## src/rtl/cfgp_pkg.sv

```systemverilog
package cfgp_pkg;
  typedef enum logic [1:0] {
    SZ_B1 = 2'd0,
    SZ_B2 = 2'd1,
    SZ_B4 = 2'd2,
    SZ_B8 = 2'd3
  } acc_size_e;
endpackage

```

## src/rtl/cfgp_decode.sv

```systemverilog
module cfgp_decode #(
  parameter int OFF_W         = 12,
  parameter int CFG_AW        = 12,
  parameter int FIELD_LSB     = 32,
  parameter int DW            = 64,
  parameter int ADDR_REG_OFF  = 'h130,
  parameter int DATA_PORT_OFF = 'h140,
  parameter int STD_LIMIT     = 256,
  parameter int EXT_LIMIT     = 4096
) (
  input  logic [OFF_W-1:0]  addr_i,
  input  logic [1:0]        size_i,
  input  logic [DW-1:0]     areg_i,
  input  logic              ext_i,
  output logic              is_dp_o,
  output logic              is_areg_o,
  output logic              bad_o,
  output logic [CFG_AW-1:0] cfg_off_o,
  output logic              oor_o
);
  import cfgp_pkg::*;
  localparam int LIM_W = CFG_AW + 1;
  localparam logic [OFF_W-1:0] DP_OFF = OFF_W'(DATA_PORT_OFF);
  localparam logic [OFF_W-1:0] AR_OFF = OFF_W'(ADDR_REG_OFF);

  logic              aligned8;
  logic [LIM_W-1:0]  limit;
  logic [CFG_AW-1:0] field;

  assign field     = areg_i[FIELD_LSB +: CFG_AW];
  assign is_dp_o   = (addr_i[OFF_W-1:2] == DP_OFF[OFF_W-1:2]);
  assign is_areg_o = (addr_i == AR_OFF);
  assign aligned8  = (acc_size_e'(size_i) == SZ_B8) && (addr_i[2:0] == 3'd0);
  assign bad_o     = is_dp_o ? (acc_size_e'(size_i) == SZ_B8) : !aligned8;
  // dword-align the stored offset, then merge the port's byte lane
  assign cfg_off_o = {field[CFG_AW-1:2], addr_i[1:0]};
  assign limit     = ext_i ? LIM_W'(EXT_LIMIT) : LIM_W'(STD_LIMIT);
  assign oor_o     = ({1'b0, cfg_off_o} >= limit);
endmodule

```

## src/rtl/cfgp_lane_swap.sv

```systemverilog
module cfgp_lane_swap #(
  parameter int W = 32
) (
  input  logic [1:0]   size_i,
  input  logic [W-1:0] data_i,
  output logic [W-1:0] data_o
);
  import cfgp_pkg::*;
  localparam int NB = W / 8;

  logic [W-1:0] rev_h;
  logic [W-1:0] rev_w;

  assign rev_h[W-1:16] = '0;
  generate
    for (genvar b = 0; b < 2; b++) begin : g_half
      assign rev_h[8*b +: 8] = data_i[8*(1-b) +: 8];
    end
    for (genvar b = 0; b < NB; b++) begin : g_word
      assign rev_w[8*b +: 8] = data_i[8*(NB-1-b) +: 8];
    end
  endgenerate

  always_comb begin
    unique case (acc_size_e'(size_i))
      SZ_B1:   data_o = {{(W-8){1'b0}}, data_i[7:0]};
      SZ_B2:   data_o = rev_h;
      default: data_o = rev_w;
    endcase
  end
endmodule

```

## src/rtl/cfg_data_port.sv

```systemverilog
module cfg_data_port #(
  parameter int OFF_W         = 12,
  parameter int CFG_AW        = 12,
  parameter int FIELD_LSB     = 32,
  parameter int DW            = 64,
  parameter int CW            = 32,
  parameter int ADDR_REG_OFF  = 'h130,
  parameter int DATA_PORT_OFF = 'h140,
  parameter int STD_LIMIT     = 256,
  parameter int EXT_LIMIT     = 4096
) (
  input  logic              clk_i,
  input  logic              rst_ni,
  input  logic              req_valid_i,
  input  logic              req_write_i,
  input  logic [OFF_W-1:0]  req_addr_i,
  input  logic [1:0]        req_size_i,
  input  logic [DW-1:0]     req_wdata_i,
  output logic              rsp_valid_o,
  output logic [DW-1:0]     rsp_rdata_o,
  output logic              acc_err_o,
  input  logic              dev_present_i,
  input  logic              cfg_ext_i,
  output logic              cfg_req_o,
  output logic              cfg_we_o,
  output logic [CFG_AW-1:0] cfg_addr_o,
  output logic [1:0]        cfg_size_o,
  output logic [CW-1:0]     cfg_wdata_o,
  input  logic [CW-1:0]     cfg_rdata_i
);
  logic [DW-1:0]     areg_q;
  logic              is_dp, is_areg, bad, oor, dp_ok, dp_live;
  logic [CFG_AW-1:0] cfg_off;
  logic [CW-1:0]     rd_swapped;
  logic [DW-1:0]     rdata_d;
  logic              err_d;

  cfgp_decode #(
    .OFF_W(OFF_W), .CFG_AW(CFG_AW), .FIELD_LSB(FIELD_LSB), .DW(DW),
    .ADDR_REG_OFF(ADDR_REG_OFF), .DATA_PORT_OFF(DATA_PORT_OFF),
    .STD_LIMIT(STD_LIMIT), .EXT_LIMIT(EXT_LIMIT)
  ) i_decode (
    .addr_i(req_addr_i), .size_i(req_size_i), .areg_i(areg_q), .ext_i(cfg_ext_i),
    .is_dp_o(is_dp), .is_areg_o(is_areg), .bad_o(bad),
    .cfg_off_o(cfg_off), .oor_o(oor)
  );

  cfgp_lane_swap #(.W(CW)) i_wr_swap (
    .size_i(req_size_i), .data_i(req_wdata_i[CW-1:0]), .data_o(cfg_wdata_o)
  );

  cfgp_lane_swap #(.W(CW)) i_rd_swap (
    .size_i(req_size_i), .data_i(cfg_rdata_i), .data_o(rd_swapped)
  );

  assign dp_ok      = is_dp && !bad;
  assign dp_live    = dp_ok && dev_present_i;
  assign cfg_req_o  = req_valid_i && dp_live && !oor;
  assign cfg_we_o   = req_write_i;
  assign cfg_addr_o = cfg_off;
  assign cfg_size_o = req_size_i;

  always_comb begin
    rdata_d = '0;
    err_d   = bad || (dp_live && oor);
    if (!req_write_i && !bad) begin
      if (is_dp) begin
        if (!dev_present_i || oor) rdata_d = '1;
        else                       rdata_d = {{(DW-CW){1'b0}}, rd_swapped};
      end else if (is_areg) begin
        rdata_d = areg_q;
      end
    end
  end

  always_ff @(posedge clk_i or negedge rst_ni) begin
    if (!rst_ni) begin
      areg_q      <= '0;
      rsp_valid_o <= 1'b0;
      rsp_rdata_o <= '0;
      acc_err_o   <= 1'b0;
    end else begin
      rsp_valid_o <= req_valid_i;
      acc_err_o   <= req_valid_i && err_d;
      rsp_rdata_o <= req_valid_i ? rdata_d : '0;
      if (req_valid_i && req_write_i && is_areg && !bad) areg_q <= req_wdata_i;
    end
  end
endmodule

```

## config.mk

```make
export PLATFORM = sky130hd
export DESIGN_NAME = cfg_data_port
export DESIGN_NICKNAME = d
export VERILOG_FILES = /design/src/rtl/cfgp_pkg.sv /design/src/rtl/cfgp_decode.sv /design/src/rtl/cfgp_lane_swap.sv /design/src/rtl/cfg_data_port.sv
export SDC_FILE = /design/constraint.sdc
export NUM_CORES = 1
export LEC_CHECK = 0
export BUFFER_PORTS_ARGS = -buffer_cell sky130_fd_sc_hd__buf_2
export CORE_MARGIN = 10
export CORE_UTILIZATION = 35
export CTS_BUF_LIST = sky130_fd_sc_hd__clkbuf_8
export DETAILED_ROUTE_END_ITERATION = 7
export PLACE_DENSITY_LB_ADDON = 0.05
export SLEW_MARGIN = 5
export SYNTH_ARGS = -nofsm -noshare
export SYNTH_HDL_FRONTEND = slang
export SYNTH_SLANG_ARGS = --single-unit
export TNS_END_PERCENT = 5
```

## constraint.sdc

```tcl
create_clock -name clk_i -period 2 [get_ports clk_i]
set_clock_uncertainty 0.1 [all_clocks]
set_input_delay 0.1 -clock clk_i [delete_from_list [all_inputs] [get_ports clk_i]]
set_output_delay 0.1 -clock clk_i [all_outputs]
set_load 0.1 [all_outputs]
```

* Word level (Yosys, flattened, before mapping)
Cells that the tools add are included.
W data, S select, Z words.
** Operators by class
- Magnitude comparators :: 1
- Eq/ne operators :: 4
- Multiplexer cells :: 9
- Reduce and logical (&&, ||, !) cells :: 20
** Operators by type and width (count)
- $mux W64 :: 5
- $pmux W32 S2 :: 2
- $ge A12 B13 Y1 :: 1
- $mux W13 :: 1
- $eq A12 B9 Y1 const B :: 1
- $logic_and A1 B1 Y1 :: 11
- $eq A10 B7 Y1 const B :: 1
- $logic_not A1 Y1 :: 5
- $logic_not A3 Y1 :: 1
- $eq A2 B1 Y1 const B :: 1
- $eq A2 B2 Y1 const B :: 1
- $logic_not A2 Y1 :: 1
- $logic_or A1 B1 Y1 :: 2
- $mux W1 :: 1
** Storage, ports and cells
- Flip-flop bits (word level) :: 130
- Output and inout port bits :: 114

* Depth between registers and ports, before layout
Gate-level depths: netlist (run 1).
- Depth after elaboration :: 10
- Mapped depth :: 8
- Mapped depth without buffers :: 6

* By module
Synthesis (run 1) repeated with hierarchy kept, for this count alone.
** Unflattened totals
- Cell total of the unflattened synthesis :: 538
- Area total of the unflattened synthesis :: 6372.4 um^2
** Modules (own cells, without submodules)
- cfg_data_port :: times used 1, cells an instance 398, area an instance 5403.9 um^2, seq. area each 3253.1 um^2
- cfgp_lane_swap :: times used 2, cells an instance 55, area an instance 375.4 um^2, seq. area each 0.0 um^2
- cfgp_decode :: times used 1, cells an instance 30, area an instance 217.7 um^2, seq. area each 0.0 um^2

* Least setup slack after synthesis (run 1)
Ideal clock, no wire load.
- Path type :: in2out
- Start :: in req_size_i[0]
- End :: out cfg_wdata_o[0]
- Arrival time :: 2.741 ns
- Data required time :: 1.800 ns
- Slack :: -0.941 ns
- Stages on the path :: 4
- Path buffers :: 2
- Cells stage by stage :: buf_2 > buf_2 > mux2i_1 > o21ai_0
** On the way
- Cells in the longest elaborated chain, start to end :: 2
- Elaborated cells on any way between the ends :: 3
- Classes of those cells :: eq/ne: 1; mux: 1; reduce/logical: 1
** RTL lines
- from (decl) :: line cfg_data_port.sv:17 : input logic [1:0] req_size_i,
- $eq A2 B1 Y1 or $logic_not A2 Y1 (tied branches) :: line cfgp_lane_swap.sv:25 : unique case (acc_size_e'(size_i))
- $pmux W32 S2 (*) :: line cfgp_lane_swap.sv:25
- to (decl) :: line cfg_data_port.sv:28 : output logic [CW-1:0] cfg_wdata_o,
Mark *: on every way between the ends. The rest lies on a longest branch, timed or not.

* Final worst setup path (run 1)
- Start :: reg areg_q[40]
- End :: out cfg_req_o
** On the way
- Cells in the longest elaborated chain, start to end :: 3
** RTL lines
- from (decl) :: line cfg_data_port.sv:31 : logic [DW-1:0] areg_q;
- from (signal assigned) :: line cfg_data_port.sv:86 : if (req_valid_i && req_write_i && is_areg && !bad) areg_q <= req_wdata_i;
- $ge A12 B13 Y1 :: line cfgp_decode.sv:38 : assign oor_o = ({1'b0, cfg_off_o} >= limit);
- $logic_not A1 Y1 :: line cfg_data_port.sv:58 : assign cfg_req_o = req_valid_i && dp_live && !oor;
- $logic_and A1 B1 Y1 :: line cfg_data_port.sv:58
- to (decl) :: line cfg_data_port.sv:24 : output logic cfg_req_o,
Every way passes these cells.

==> impl_metrics.toml, run 1 <==
[sta]
final.setup.tns_ns = -10.19
fin_crit_sh_pct = 121.3
rsz0062_at_grt = "yes"
max_slew.worst_pin.slew_ns = 0.7887
slew_viol_final = 0
period_needed_ns = 2.426
setup_violations = 65
hold_violations = 0
slew_headroom_pct = 47.42
fin_ws_ns = -0.4256
clock.fmax_mhz = 412.3

[place]
place_hpwl_um = 18900
dp_slack_ns = -0.1539
finalWeightedCongestion = 0.8712
io_buffers = 229

[clocking]
cts_tree = "yes"
clkSinkCount = 130
path_clk_slew_ns = 0.08
cts_max_level = 4
cts_buffers = 17
cts-root-buf = "clkbuf_8"
clock_path_buffers = 2
clock_latency_ns = 0.45

[grt]
grt_pass1_wl_um = 42410
grt_max_degree = 75
antenna_found_initial = 1
grtUsageTotal_pct = 20.86
grt_pass1_vias = 7151
overflow = 0

[layout]
n_fill_cell = 1684
insertedDiodeCount = 0
drive_gt1_share_pct = 37.73
mostFrequentLayoutCells = "buf_2 (194), nand3_1 (193), dfrtp_1 (130), dlygate4sd3_1 (99), nand2_1 (91)"
fin_nets = 1151
layout_commonest_cell = "buf_2"
area_growth_pct = 54.19
regArea_um2 = 3253
multi_input_area_um2 = 3133

[min_path]
hp-class = "in -> reg"

[status]
status = "finished, violations left"
violations = "setup timing"

[synth]
postSynthCellCount = 722
mappedNetlistNets = 839
ys_types = 37
syn-cell-area_um2 = 6770
synth_flop_cell = "dfrtp_1"
seq_area_frac_synth_pct = 48.05
ys_warn_count = 0
synthArstFlopShare_pct = 100.0
synth-seq-cells = 130
synth_edf_count = 0
synth.avg_cell_area_um2 = 9.377

[floorplanning]
ioPinCount = 230
num_rows = 50
die-area_um2 = 25310
start_util_pct = 35.83
die_h_um = 159.1
core-area_um2 = 18890
die_x_um = 159.1

[worst_setup_path]
max_stage_delay_ns = 0.46
critPathTopFamily = "simple AND/OR/NAND/NOR gates"
critical_path_buf_inv_count = 2
crit_chain = "inv_1 -> ha_1 -> or4b_4 -> a31o_4 -> a21oi_4 -> and3_4 -> buf_12"
worstPathArrival_ns = 2.23
critPathKind = "reg -> out"
cpMaxStageDelayCell = "or4b_4"
worstSetupStartpointType = "flop"
worstPathMaxFanout = 2
end_kind = "output port"
cp_data_required_time_ns = 1.80

[routing]
drtIter0Drc = 481
drtAntennaViolNets = 0
post-route-drc-count = 0
dr.pass1.iters = 5
drt-total-wl_um = 27440
via_per_inst = 5.249
vias = 6860
wl_per_cell_um = 20.99

[power_and_ir_drop]
p_per_area_nw_per_um2 = 611.7
p_leak_nw = 5.010
ir_drop_mv = 0.3976
finalPower_mw = 6.385

[run]
maxCapViolCount = 0
==> power breakdown <==
part | switching, mW | total [mW] | leakage, nW | internal, mW
registers | 0.000743 | 2.63 | 1.48 | 2.63
logic | 0.789 | 1.29 | 3.33 | 0.498
clock network | 1.09 | 2.47 | 0.207 | 1.38
==> repair_timing <==
item,4_1_cts,5_1_grt
buffers inserted,1,5
hold buffers,99,0
endpoints found under the hold margin,228,0
pin swaps,2,1
cloned,2,2
gates resized for setup,4,12
endpoints found under the setup margin,65,65
==> final cells by class <==
cell class              instances  share of cell area [%]
repair buffers                379                   31.48
flip-flops and latches        130                   31.16
multi-input cells             504                   30.01
well taps                     260                   3.116
clock buffers                  18                   2.373
clock inverters                14                   1.786
inverters                       2                 0.07192
==> worst paths after layout <==
kind                                 start              end  slack (ns)  depth (start not counted)
max                             areg_q[40]        cfg_req_o       -0.43                          7
min in group asynchronous           rst_ni  rsp_rdata_o[23]        0.06                          2
max in group asynchronous           rst_ni  rsp_rdata_o[39]        1.09                          3
min reg2reg                     areg_q[48]       areg_q[48]        0.41                          2
max reg2reg                     areg_q[40]  rsp_rdata_o[50]       -0.22                         10
min                        cfg_rdata_i[18]  rsp_rdata_o[10]        0.02                          3
==> routing by layer <==
| metal | GRT usage, % | vias up | wire, um | part of all wire [%] |
|---|---|---|---|---|
| met1 | 27.21 | 3352 | 11910 | 43 |
| li1 | - | 3193 | - | - |
| met5 | 0 | - | 8 | 0.029 |
| met4 | 4.634 | 2 | 312 | 1.1 |
| met3 | 5.887 | 24 | 1890 | 6.9 |
| met2 | 33.61 | 289 | 13320 | 49 |
==> flip-flops by register name, indices dropped and copies added (netlist names) <==
register	flops
acc_err_o	1
areg_q	64
rsp_rdata_o	64
rsp_valid_o	1
==> kinds of logic after synthesis <==
family	count (synthesis)	share of synthesized area (%)
AND/OR/NAND/NOR	354	27.91
flip-flops	130	48.05
AO/OA/AOI/OAI	125	13.38
buffers and inverters	88	6.783
multiplexers	24	3.696
adder cells (fa/ha/maj)	1	0.1848
==> cell usage after synthesis, types with 3 or more instances <==
cell type | count | area share [%]
buf_1 | 3 | 0.17
nand3_1 | 194 | 14
a21oi_1 | 65 | 4.8
nand4_1 | 3 | 0.28
o21ai_0 | 8 | 0.59
mux2_2 | 8 | 1.3
a211oi_2 | 28 | 5.2
nand2_1 | 91 | 5.0
a211oi_1 | 4 | 0.44
and2_1 | 16 | 1.5
buf_6 | 7 | 1.2
a22o_1 | 8 | 1.0
buf_4 | 17 | 1.9
a22oi_1 | 8 | 0.89
nor3_2 | 33 | 4.9
nor3_1 | 3 | 0.22
clkbuf_1 | 49 | 2.7
buf_2 | 10 | 0.74
mux2i_1 | 16 | 2.4
dfrtp_1 | 130 | 48
==> worst reg2reg max path, delay by kind of cell (launching register included) <==
family                     cells  cell delay [ns]
adders and majority gates      1             0.12
buffers and inverters          5             0.64
DFF                            1             0.38
and+or+nand+nor                2             0.51
AOI/OAI and AO/OA              2             0.37
==> through the flow <==
| stage | std cells | hold WS, ns | util, % | area, um^2 |
|---|---|---|---|---|
| 6_report | 1307 | 0.01738 | 55.25 | 10440 |
| 5_1_grt | 1307 | 0.03502 | 55.25 | 10440 |
| 3_3_place_gp | 1166 | -0.01990 | 46.49 | 8783 |
| 2_1_floorplan | 722 | -0.2956 | - | 6783 |
| 4_1_cts | 1300 | 0.002050 | 54.54 | 10300 |
| 3_5_place_dp | 1166 | -0.01457 | 46.49 | 8783 |
(Power assumes the default switching activity.)
==> inputs of run 2 (changes only) <==
- CELL_PAD_IN_SITES_DETAIL_PLACEMENT: not set -> 1
- CELL_PAD_IN_SITES_GLOBAL_PLACEMENT: not set -> 2
- CORE_UTILIZATION: 35 -> 28
==> impl_metrics.toml, run 2 (synthesis results as in run 1) <==
[sta]
setup_violations = 65
clock.fmax_mhz = 392.8
holdWs_ns = 0.01372
fin_crit_sh_pct = 127.3
slew_headroom_pct = 61.47
slew_viol_final = 0
hold_violations = 0
period_needed_ns = 2.546
max_slew.worst_pin.slew_ns = 0.5780
rsz0062_at_grt = "yes"
fin_ws_ns = -0.5456

[grt]
grt_pass1_wl_um = 47720
busiest_layer = "met2"
met1_usage_pct = 25.83
grt_use_met2_pct = 32.69
grt_pass1_vias = 7647
overflow = 0
antenna_found_initial = 1
grt_max_degree = 59
grt_use_met3_pct = 4.375
grtUsageTotal_pct = 19.90

[layout]
n_fill_cell = 2675
drive_gt1_share_pct = 37.95
regArea_um2 = 3253
fin_util_pct = 44.83
multi_input_area_um2 = 3133
mostFrequentLayoutCells = "buf_2 (194), nand3_1 (193), dfrtp_1 (130), dlygate4sd3_1 (101), nand2_1 (91)"
reg_top3 = "areg_q x64, rsp_rdata_o x64"
fin_nets = 1158
layout_commonest_cell = "buf_2"
area_growth_pct = 56.35

[run]
maxCapViolCount = 0

[clocking]
path_clk_slew_ns = 0.09
cts_tree = "yes"
clock_latency_ns = 0.45
cts_buffers = 17
cts_max_level = 4
cts-root-buf = "clkbuf_8"
clkSinkCount = 130
clock_path_buffers = 2

[worst_setup_path]
crit_chain = "inv_1 -> ha_1 -> or4b_4 -> a31o_4 -> a21oi_4 -> buf_6 -> and3_4 -> buf_12"
timing.reg2reg.setup_slack_ns = -0.24
reg2regPathDepth = 9
r2r_start = "areg_q[40]"
worstPathArrival_ns = 2.35
reg2reg_to = "rsp_rdata_o[21]"
critical_path_buf_inv_count = 3
worstPathMaxFanout = 2
worstSetupStartpointType = "flop"
critPathKind = "reg -> out"
end_kind = "output port"
cpMaxStageDelayCell = "or4b_4"
cp_data_required_time_ns = 1.80
critPathTopFamily = "simple AND/OR/NAND/NOR gates"
max_stage_delay_ns = 0.47

[power_and_ir_drop]
ir_drop_mv = 0.3121
p_per_area_nw_per_um2 = 619.4
finalPower_mw = 6.556
p_leak_nw = 5.055

[routing]
post-route-drc-count = 0
drt-total-wl_um = 30790
drtAntennaViolNets = 0
dr.pass1.iters = 5
vias = 6951
drtIter0Drc = 437
via_per_inst = 5.055
wl_per_cell_um = 22.39

[status]
status = "finished, violations left"
violations = "setup timing"

[floorplanning]
die-area_um2 = 30800
die_x_um = 175.5
num_rows = 56
start_util_pct = 28.67
core-area_um2 = 23610
die_h_um = 175.5
ioPinCount = 230

[place]
place_hpwl_um = 21640
io_buffers = 229
finalWeightedCongestion = 0.7753

[min_path]
hp-class = "in -> async"
==> run 2: routing by layer <==
layer	routed length, um	share of wire [%]
met4	453	1.5
met2	14880	48
met5	0	0
met1	13790	45
met3	1658	5.4
==> run 2: what timing repair did <==
item	4_1_cts	5_1_grt
gates resized for setup	10	3
setup endpoints to repair	65	65
hold endpoints to repair	228	0
cloned	2	1
pin swaps	1	0
buffers inserted	3	4
hold buffers	101	0
==> run 2: per-stage QoR <==
stage / worst slack, ns / cells / TNS, ns / area (um^2)
after floorplan: -0.1870 / 722 / -5.018 / 6783
after global placement: -0.09213 / 1231 / -3.594 / 8915
after detailed placement: -0.1343 / 1231 / -7.352 / 8915
after CTS: -0.5353 / 1368 / -6.105 / 10510
after global routing: -0.6675 / 1374 / -15.78 / 10580
final: -0.5456 / 1375 / -10.11 / 10590
==> run 2: worst max-delay path by stage <==
stage / start / to / depth (start not counted) / slack, ns
CTS: areg_q[40] / cfg_req_o / 8 / -0.54
global placement: areg_q[40] / cfg_req_o / 8 / -0.09
detailed placement: areg_q[40] / rsp_rdata_o[0] / 8 / -0.13
finish: areg_q[40] / cfg_req_o / 8 / -0.55
floorplan: req_size_i[0] / cfg_wdata_o[2] / 4 / -0.19
global route: areg_q[40] / cfg_req_o / 8 / -0.67
==> run 2: layout make-up <==
cell class              count  area share (%)
repair buffers            386           31.47
flip-flops and latches    130           30.73
multi-input cells         504           29.60
well taps                 319           3.771
clock buffers              17           2.210
clock inverters            15           2.104
inverters                   2         0.07092
diodes                      2         0.04728
==> run 2: where the power goes <==
part           total (mW)  switching, mW  internal [mW]
clock network        2.62           1.21           1.40
registers            2.63       0.000859           2.63
logic                1.31          0.806          0.503
total                6.56           2.02           4.53
==> inputs of run 3 (changes only) <==
- CELL_PAD_IN_SITES_GLOBAL_PLACEMENT: 2 -> 1
- CORE_UTILIZATION: 28 -> 35
- SYNTH_HIERARCHICAL: not set -> 1
==> impl_metrics.toml, run 3 <==
[synth]
postSynthCellCount = 538
synth.top_cells.by_count = "dfrtp_1 (130), a21oi_1 (65), mux2_2 (64), inv_1 (34)"
seq_area_frac_synth_pct = 51.05
synth-seq-cells = 130
synth-xor-area-share_pct = 0
mappedNetlistNets = 655
synth_flop_cell = "dfrtp_1"
yosysMostFrequentCell = "dfrtp_1"
yosysTopAreaCell = "dfrtp_1"
synth_compound_area_share_pct = 14.94
yosys.area_share.adder_pct = 0.1963
synth_edf_count = 0
ys_types = 32
ys_warn_count = 6
syn-cell-area_um2 = 6372
synthArstFlopShare_pct = 100.0
yosys.area_share.simple_pct = 11.33
synth_top_family_by_area = "compound AO/OA/AOI/OAI gates"
synth.avg_cell_area_um2 = 11.84
yosysTopAreaCellShare_pct = 51.05
synth_mux_area_share_pct = 13.98
synth.area.top_cells = "dfrtp_1 (51%), mux2_2 (11%), a211oi_2 (6.3%), a21oi_1 (5.1%), nor3_2 (4.4%)"

[floorplanning]
die_x_um = 154.9
die_h_um = 154.9
die-area_um2 = 24000
core-area_um2 = 17960
start_util_pct = 35.47
ioPinCount = 230
num_rows = 49

[routing]
dr.pass1.iters = 4
drtIter0Drc = 197
wl_per_cell_um = 20.93
post-route-drc-count = 0
vias = 5309
drt-total-wl_um = 22750
via_per_inst = 4.884
drtAntennaViolNets = 0

[grt]
overflow = 0
grt_use_met3_pct = 6.617
grt_pass1_wl_um = 35590
grt_use_met2_pct = 28.63
grt_pass1_vias = 6026
busiest_layer = "met2"
grtUsageTotal_pct = 18.85
grt_max_degree = 84
met1_usage_pct = 25.21
antenna_found_initial = 1

[worst_setup_path]
end_kind = "output port"
critPathKind = "reg -> out"
critPathTopFamily = "simple AND/OR/NAND/NOR gates"
critical_path_buf_inv_count = 2
cpMaxStageDelayCell = "dfrtp_1"
worstPathArrival_ns = 2.10
worstSetupStartpointType = "flop"
worstPathMaxFanout = 2
max_stage_delay_ns = 0.35
crit_chain = "inv_1 -> ha_1 -> nor4b_2 -> nand3_1 -> a21oi_2 -> and3b_4 -> and3b_1 -> buf_12"
cp_data_required_time_ns = 1.80

[clocking]
path_clk_slew_ns = 0.08
cts_buffers = 17
cts-root-buf = "clkbuf_8"
cts_tree = "yes"
clock_path_buffers = 2
clock_latency_ns = 0.44
clkSinkCount = 130
cts_max_level = 4

[power_and_ir_drop]
p_per_area_nw_per_um2 = 619.9
ir_drop_mv = 0.3919
p_leak_nw = 4.719
finalPower_mw = 5.964

[sta]
holdWs_ns = 0.03217
max_slew.worst_pin.slew_ns = 0.8040
slew_headroom_pct = 46.40
slew_viol_final = 0
setup_violations = 44
hold_violations = 0
clock.fmax_mhz = 434.2
period_needed_ns = 2.303
fin_ws_ns = -0.3032
rsz0062_at_grt = "yes"
fin_crit_sh_pct = 115.2
final.setup.tns_ns = -2.702

[layout]
drive_gt1_share_pct = 49.94
reg_top3 = "areg_q x64, rsp_rdata_o x64"
fin_nets = 961
layout_commonest_cell = "buf_2"
final_area_um2 = 9620
n_fill_cell = 1921
area_growth_pct = 50.97
mostFrequentLayoutCells = "buf_2 (194), dfrtp_1 (130), dlygate4sd3_1 (88), a21oi_1 (64), mux2_2 (64)"

[status]
status = "finished, violations left"
violations = "setup timing"

[min_path]
hp-class = "in -> reg"

[run]
maxCapViolCount = 0

[place]
io_buffers = 229
place_hpwl_um = 16190
finalWeightedCongestion = 0.8113
placed_area_um2 = 8253
[run 3: worst reg2reg max path: stages, from the launching register on]
cell and delay [ns]:
dfrtp_1 0.35, inv_1 0.05, ha_1 0.25, nor4b_2 0.18
nand3_1 0.12, a21oi_2 0.14, and3b_4 0.21, buf_4 0.18
bufbuf_16 0.30, nor3_2 0.15
[run 3: per-stage QoR]
step	util [%]	worst slack (ns)	instances
6_report	53.56	-0.3032	1087
5_1_grt	53.56	-0.4696	1087
4_1_cts	53.38	-0.3546	1085
3_5_place_dp	45.94	-0.2235	964
3_3_place_gp	45.94	-0.1256	964
2_1_floorplan	-	-0.6452	538
[run 3: path summary, 6_finish.rpt]
check                           startpoint               to  slack (ns)  depth (start not counted)
min in group asynchronous           rst_ni       areg_q[53]        0.06                          2
max                             areg_q[40]        cfg_req_o       -0.30                          8
min                        cfg_rdata_i[22]  rsp_rdata_o[14]        0.03                          4
max in group asynchronous           rst_ni  rsp_rdata_o[23]        1.13                          3
max reg2reg                     areg_q[40]  rsp_rdata_o[48]       -0.10                          9
min reg2reg                     areg_q[46]       areg_q[46]        0.41                          1
[run 3: area by class of cell]
class	count	area (um^2)	share of cell area, %
Timing Repair Buffer	349	2942	30.58
Clock inverter	10	85.08	0.8844
Clock buffer	22	302.8	3.147
Multi-Input combinational cell	312	2621	27.25
Tap cell	229	286.5	2.978
Sequential cell	130	3253	33.81
Antenna cell	1	2.502	0.02601
Inverter	34	127.6	1.327
[run 3: cell families (layout without fill, tap and decap cells)]
kind of cell,after synthesis,count (layout)
compound gates,130,130
fa+ha+maj,1,1
buf+inv,96,415
flops,130,130
mux,81,81
other cells,0,1
simple gates,100,100
[run 3: routing by layer]
metal	part of all wire (%)	up-vias
met5	0	-
met4	1.3	0
met3	6.8	18
met2	45	166
met1	47	2642
li1	-	2483
[run 3: power breakdown]
group | total (mW) | leakage (nW) | internal, mW | switching (mW)
combinational | 1.16 | 2.71 | 0.457 | 0.699
sequential | 2.63 | 1.81 | 2.63 | 0.000754
clock | 2.18 | 0.197 | 1.14 | 1.04
total | 5.96 | 4.72 | 4.22 | 1.74
[run 3: timing repair]
action,4_1_cts,5_1_grt
gates cloned,1,0
pin swaps,4,9
resized for setup,8,4
hold buffers,87,1
setup buffers,1,0
setup endpoints to repair,61,65
hold endpoints to repair,216,1
